===== src/rtl/boot_remap.sv =====
module boot_remap #(
  parameter int          LATCH_EDGE = 4,
  parameter logic [31:0] ALIAS_SPAN = 32'h0001_0000,
  parameter logic [31:0] FLASH_BASE = 32'h0800_0000,
  parameter logic [31:0] SYS_BASE   = 32'h1FFF_D800,
  parameter logic [31:0] SRAM_BASE  = 32'h2000_0000
) (
  input  logic        clk,
  input  logic        rst_n,
  input  logic        boot_pin,
  input  logic        boot_opt,
  input  logic        standby_exit,
  input  logic [31:0] cpu_addr,
  output logic [31:0] phys_addr,
  output logic [1:0]  boot_src,
  output logic        cpu_run,
  output logic        fetch_valid,
  output logic [31:0] fetch_addr
);
  localparam int CW = $clog2(LATCH_EDGE + 1);
  localparam logic [CW-1:0] CNT_DONE = CW'(LATCH_EDGE);
  localparam logic [CW-1:0] CNT_LAST = CW'(LATCH_EDGE - 1);

  logic [CW-1:0] cnt;
  logic          held_pin, held_opt;
  logic [1:0]    fseq;
  logic [31:0]   base;

  always_ff @(posedge clk or negedge rst_n) begin
    if (!rst_n) begin
      cnt      <= '0;
      held_pin <= 1'b0;
      held_opt <= 1'b0;
      cpu_run  <= 1'b0;
      fseq     <= 2'd0;
    end else if (standby_exit) begin
      cnt     <= '0;
      cpu_run <= 1'b0;
      fseq    <= 2'd0;
    end else if (cnt != CNT_DONE) begin
      cnt <= cnt + 1'b1;
      if (cnt == CNT_LAST) begin
        held_pin <= boot_pin;
        held_opt <= boot_opt;
        cpu_run  <= 1'b1;
        fseq     <= 2'd1;
      end
    end else if (fseq != 2'd0) begin
      fseq <= (fseq == 2'd1) ? 2'd2 : 2'd0;
    end
  end

  assign boot_src    = !held_pin ? 2'd0 : (held_opt ? 2'd1 : 2'd2);
  assign base        = (boot_src == 2'd0) ? FLASH_BASE :
                       (boot_src == 2'd1) ? SYS_BASE : SRAM_BASE;
  assign phys_addr   = (cpu_addr < ALIAS_SPAN) ? cpu_addr + base : cpu_addr;
  assign fetch_valid = (fseq != 2'd0);
  assign fetch_addr  = (fseq == 2'd2) ? 32'h0000_0004 : 32'h0000_0000;


  release_at_count_chk: assert property (@(posedge clk) disable iff (!rst_n)
    $rose(cpu_run) |-> $past(cnt) == CNT_LAST);


  standby_drop_chk: assert property (@(posedge clk) disable iff (!rst_n)
    standby_exit |=> !cpu_run);


  src_hold_chk: assert property (@(posedge clk) disable iff (!rst_n)
    (cpu_run && !standby_exit) |=> $stable(boot_src));


  fetch_while_run_chk: assert property (@(posedge clk) disable iff (!rst_n)
    fetch_valid |-> cpu_run);


  src_code_chk: assert property (@(posedge clk) disable iff (!rst_n)
    boot_src != 2'd3);
endmodule


===== config.mk =====
export PLATFORM = sky130hd
export DESIGN_NAME = boot_remap
export DESIGN_NICKNAME = d
export VERILOG_FILES = /design/src/rtl/boot_remap.sv
export SDC_FILE = /design/constraint.sdc
export NUM_CORES = 1
export LEC_CHECK = 0
export ABC_AREA = 1
export CAP_MARGIN = 20
export CORE_MARGIN = 8
export CORE_UTILIZATION = 40
export CTS_BUF_LIST = sky130_fd_sc_hd__clkbuf_8
export DETAILED_ROUTE_END_ITERATION = 10
export PLACE_DENSITY = 0.82
export SLEW_MARGIN = 0
export SYNTH_ARGS = -nofsm -noshare
export SYNTH_HDL_FRONTEND = slang
export SYNTH_SLANG_ARGS = --single-unit

===== constraint.sdc =====
create_clock -name clk -period 4.8 [get_ports clk]
set_input_delay 0.96 -clock clk [delete_from_list [all_inputs] [get_ports clk]]
set_output_delay 0.96 -clock clk [all_outputs]
set_load 0.005 [all_outputs]

Word-level counts from Yosys, hierarchy flattened
Cells that the tools add are included.
- register bits: 8
- bits of input ports: 37
- output and inout port bits: 68
- $add $sub $neg: 2
- magnitude comparators: 1
- equality and inequality tests: 6
- multiplexer cells: 16
- bitwise logic cells: 1
- reduce and logical (&&, ||, !) cells: 8
- operators by type and width (operator ; count):
    30-bit two-way mux ; 2
    32-bit by 30-bit adder with 32-bit output ; 1
    32-bit by 17-bit < comparator with 1-bit output (second input constant) ; 1
    32-bit two-way mux ; 1
    2-bit two-way mux ; 7
    3-bit two-way mux ; 3
    2-bit nonzero test ; 3
    2-bit by 1-bit == test with 1-bit output (second input constant) ; 2
    2-bit AND reduction ; 2
    3-bit by 1-bit adder with 3-bit output (second input constant) ; 1
    3-bit by 2-bit == test with 1-bit output (second input constant) ; 1
    1-bit two-way mux ; 3
    3-bit by 2-bit != test with 1-bit output (second input constant) ; 1
    3-bit != test (second input constant) ; 1
    3-bit AND reduction ; 1
    3-bit nonzero test ; 1
    2-bit == test (second input constant) ; 1
    2-bit logical NOT ; 1
    1-bit inverter ; 1

Longest topological paths before layout
- depth after elaboration: 7
- gate-level depth with buffers: 19
- gate-level depth less buffers: 17

Worst setup path before layout
OpenSTA, ideal clock, no wires.
- path kind: in2out
- start: input cpu_addr[12]
- end: output phys_addr[17]
- arrival: 2.130 ns
- slack: 1.710 ns
- stages on the path: 13
- path buffers: 0
- path through: nand3_1 -> and2_1 -> ha_1 -> inv_1 -> nand2_1 -> nand2_1 -> nand2_1 -> nand2_1 -> nand2_1 -> o21ai_0 -> inv_1 -> nand2_1 -> nand2_1
- word-level cells in the longest chain between the ends: 2
- elaborated cells on any way between the ends: 3
- those cells by class: 1 x add/sub; 1 x order compare; 1 x mux
- ends and longest elaborated chain (element ; RTL line ; source):
    start: declaration ; 13 ; input logic [31:0] cpu_addr,
    32-bit by 30-bit adder with 32-bit output or 32-bit by 17-bit < comparator with 1-bit output (tied branches) ; 56 ; assign phys_addr = (cpu_addr < ALIAS_SPAN) ? cpu_addr + base : cpu_addr;
    32-bit two-way mux * ; 56 ;
    end: declaration ; 14 ; output logic [31:0] phys_addr,
Every way passes the cells marked *; elsewhere a longest branch is shown, timed or not.

Final worst setup path
- start: input cpu_addr[12]
- end: output phys_addr[21]
Same word-level chain as after synthesis.

==> results.txt <==
The flow ran to the end, and the final reports show no timing, DRC or antenna violations. Critical path's top delay family: buffers and inverters. Of all nets on the critical path, the largest fanout is 5.

Traced cell by cell, the critical path runs through clkdlybuf4s50_1 -> nand3_1 -> and2_1 -> ha_1 -> inv_1 -> nand2_1 -> nand2_1 -> nand2_1 -> nand2_1 -> nand2_1 -> o21ai_0 -> inv_1 -> nand2_1 -> nand2_1 -> clkdlybuf4s50_1. The worst hold path belongs to the class reg2reg. Summed over all nets, the half-perimeter wirelength after detailed placement is 4160 µm. In this run the power density over the cells is 374 nW/µm². Leakage dissipation: 1.21 nW.

Hold timing on the final database bottoms out at a slack of 0.468 ns. The run gives 0 as the total of endpoints with negative setup slack in the final report. A synthesized cell averages 5.55 µm². The repair_antennas step left the layout with diodes totalling 0. Once detail routing completed, the nets flagged for antenna violations numbered 0.

The longest individual stage delay on the worst path came out at 0.49 ns. In the final routed layout, each cell accounts on average for 11.6 µm. The die is 83.2 µm wide.

Wires add up to 4810 µm. Yosys mapped the design onto 27 distinct sky130hd cell types. No sink is reached through more buffers than the 2 on the longest clock path. The synthesis-stage register bit count was 8.

Summing over every cut layer, the via total after detailed routing is 1912. The area growth from synthesis to layout is 21.4%. The clock reaches the later pin of the worst-skew pair after 0.23 ns. The congestion estimate from routability-driven global placement came to 0.892. For the total of fill cells in the finished design, the log shows 466.

Top layer reached by signal wires: met4. The run gives 0 as the post-CTS setup-driven buffer insertion count. Detailed routing placed a total of 452 µm of wire on met3. In the final routing, the length of wire on met1 measures 2100 µm.

The logs give 8 for the number of clock sinks seen by CTS and 0.00210 ns for the worst clock skew. For this run, the leading register cell type out of synthesis is dfrtp_1. The first global-routing pass estimated 8370 µm of wire. The async set-reset flop share out of synthesis came out at 100%.

Entering global routing, the biggest net connects 21 pins. The worst setup path is captured at an output port. The gate count after technology mapping came out at 325. The routed wire length on met2 was 2210 µm; the share of synthesized area occupied by flip-flops and latches was 11.1%. The run gives 0 as the number of hold violations in the final report. In the final layout, the share of cells above drive strength 1 is 3.58%. After detailed routing, the number of vias per cell comes to 4.61. For the remaining global-route overflow, the log shows 0.

Setup repair after global routing left no endpoint under its margin. Of the available clock period, the critical path in the final layout requires 90.9%. The logs give 6920 µm² for the die area and 0 for the total number of yosys warnings. By instance count, the cell type seen most on the critical path is nand2_1. The library cell used most frequently in the layout, excluding fill and tap cells, is nand2_1. After detailed routing, the number of remaining DRC violations is 0. Buffers inserted to repair hold after CTS numbered 0. TritonCTS built the clock tree. The number of H-tree branching levels is 1, and the worst voltage drop across the vdd grid is 173 µV. The worst setup path is launched from an input port. The number of gates resized after CTS was 0.

In the layout the commonest cells are nand2_1 (101), inv_1 (54), clkdlybuf4s50_1 (51). For the worst setup path, the data arrival time is 3.40 ns. Core footprint: 4350 µm². The count of input and output buffers is 51, and the total of max-cap violations is 0.

Before antenna repair, the detailed router went through 4 iterations. The worst setup path is of the in2out kind. After clock tree synthesis, the clock-pin slew on the worst setup and hold paths is 0.04 ns. At the end of the flow, the number of nets in the layout was 410.

The tools report the root cell of the clock tree as clkbuf_8. The required time reported for the critical path endpoint is 3.84 ns. The total area of multi-input combinational cells was 1150 µm². Clock tree synthesis inserted a total of 3 buffers.

For this block, the initial DRC count from the detailed router was 130. After synthesis the cells add up to 1800 µm². The die is 83.2 µm tall.

The logs give 0 for the final number of max-transition violations and 105 for the number of top-level pins. Total area of sequential cells: 200 µm². Number of cell rows: 24. The minimum clock period works out to 4.36 ns. Once the floorplan was initialized, standard cells occupied 41.4% of the core.

The maximum achievable frequency came out at 0.229 GHz. The slowest stage of the critical path belongs to the cell clkdlybuf4s50_1. The combined global-route utilization of all metal layers was 13.7%.

The logs give 1847 for the number of global-route vias before repair and 0 for the initial antenna violation count. For the final routed database, the setup TNS stands at 0 ns. The count of flip-flops with a built-in enable after synthesis was 0. The worst path buffer plus inverter count works out to 4.
[cells in the mapped netlist, types with 2 or more instances]
library cell | n | share of area [%]
nand3_1 | 26 | 7.2
nand2_1 | 101 | 21
buf_2 | 2 | 0.55
nor3_1 | 3 | 0.83
nor2_2 | 3 | 1.0
and2_1 | 2 | 0.69
buf_4 | 43 | 18
buf_6 | 2 | 1.2
nor2_1 | 29 | 6.0
inv_1 | 54 | 11
a31oi_1 | 2 | 0.69
dfrtp_1 | 8 | 11
o21ai_0 | 12 | 3.3
ha_1 | 8 | 5.5
xor2_1 | 7 | 3.4
nand2_2 | 4 | 1.4
nand4_1 | 3 | 1.0
a21oi_1 | 5 | 1.4
o31ai_1 | 3 | 1.2
[cell families after synthesis]
group / count (synthesis) / synth area share [%]
buffers and inverters: 102 / 31.1
adders and majority gates: 8 / 5.55
DFF: 8 / 11.1
muxes: 1 / 0.624
AOI/OAI and AO/OA: 25 / 7.84
other: 1 / 0.208
xor gates and xnor gates: 8 / 3.88
and+or+nand+nor: 172 / 39.7
[per-stage QoR]
step,setup WS [ns],power (W),instances,area [µm²],util [%]
finish,0.437,0.000819,415,2190,50.3
global route,0.140,0.000924,415,2190,50.3
CTS,0.460,0.000819,415,2190,50.3
detailed placement,0.478,0.000734,412,2150,49.3
global placement,0.592,0.000717,412,2150,49.3
floorplan,1.71,0.000613,355,1920,-
[registers in the layout, indices dropped and copies added, names as in the netlist]
register,count
cnt,3
fseq,2
cpu_run,1
held_opt,1
held_pin,1
[worst paths after layout]
path	startpoint	to	slack, ns	cells past startpoint
worst min-delay path	fseq[1]$_DFFE_PN0P_	fseq[1]$_DFFE_PN0P_	0.47	1
worst max-delay path	cpu_addr[12]	phys_addr[21]	0.44	15
max in group asynchronous	rst_n	held_pin$_DFFE_PN0P_	3.53	1
min in group asynchronous	rst_n	fseq[1]$_DFFE_PN0P_	1.01	1
worst max register to register	cnt[0]$_DFFE_PN0P_	held_opt$_DFFE_PN0P_	3.27	5
worst min register to register	fseq[1]$_DFFE_PN0P_	fseq[1]$_DFFE_PN0P_	0.47	1
[metal layers]
layer  GRT usage, %  vias up
met3           5.47       11
met4           2.72        0
met2           23.3       79
met1           15.6      824
met5              0        -
li1               -      998
[power breakdown]
part / leakage [nW] / internal [W] / switching (W)
Combinational: 1.09 / 0.000233 / 0.000385
Clock: 0.0216 / 0.0000544 / 0.0000270
Sequential: 0.104 / 0.0000906 / 0.0000281
Total: 1.21 / 0.000378 / 0.000440
[cell type report]
cell class / instances / area share [%]
inverters: 54 / 9.26
repair buffers: 53 / 24.0
well taps: 52 / 2.97
multi-input cells: 245 / 52.7
flip-flops and latches: 8 / 9.14
clock buffers: 3 / 1.89
Power figures use the tool's default switching activity.
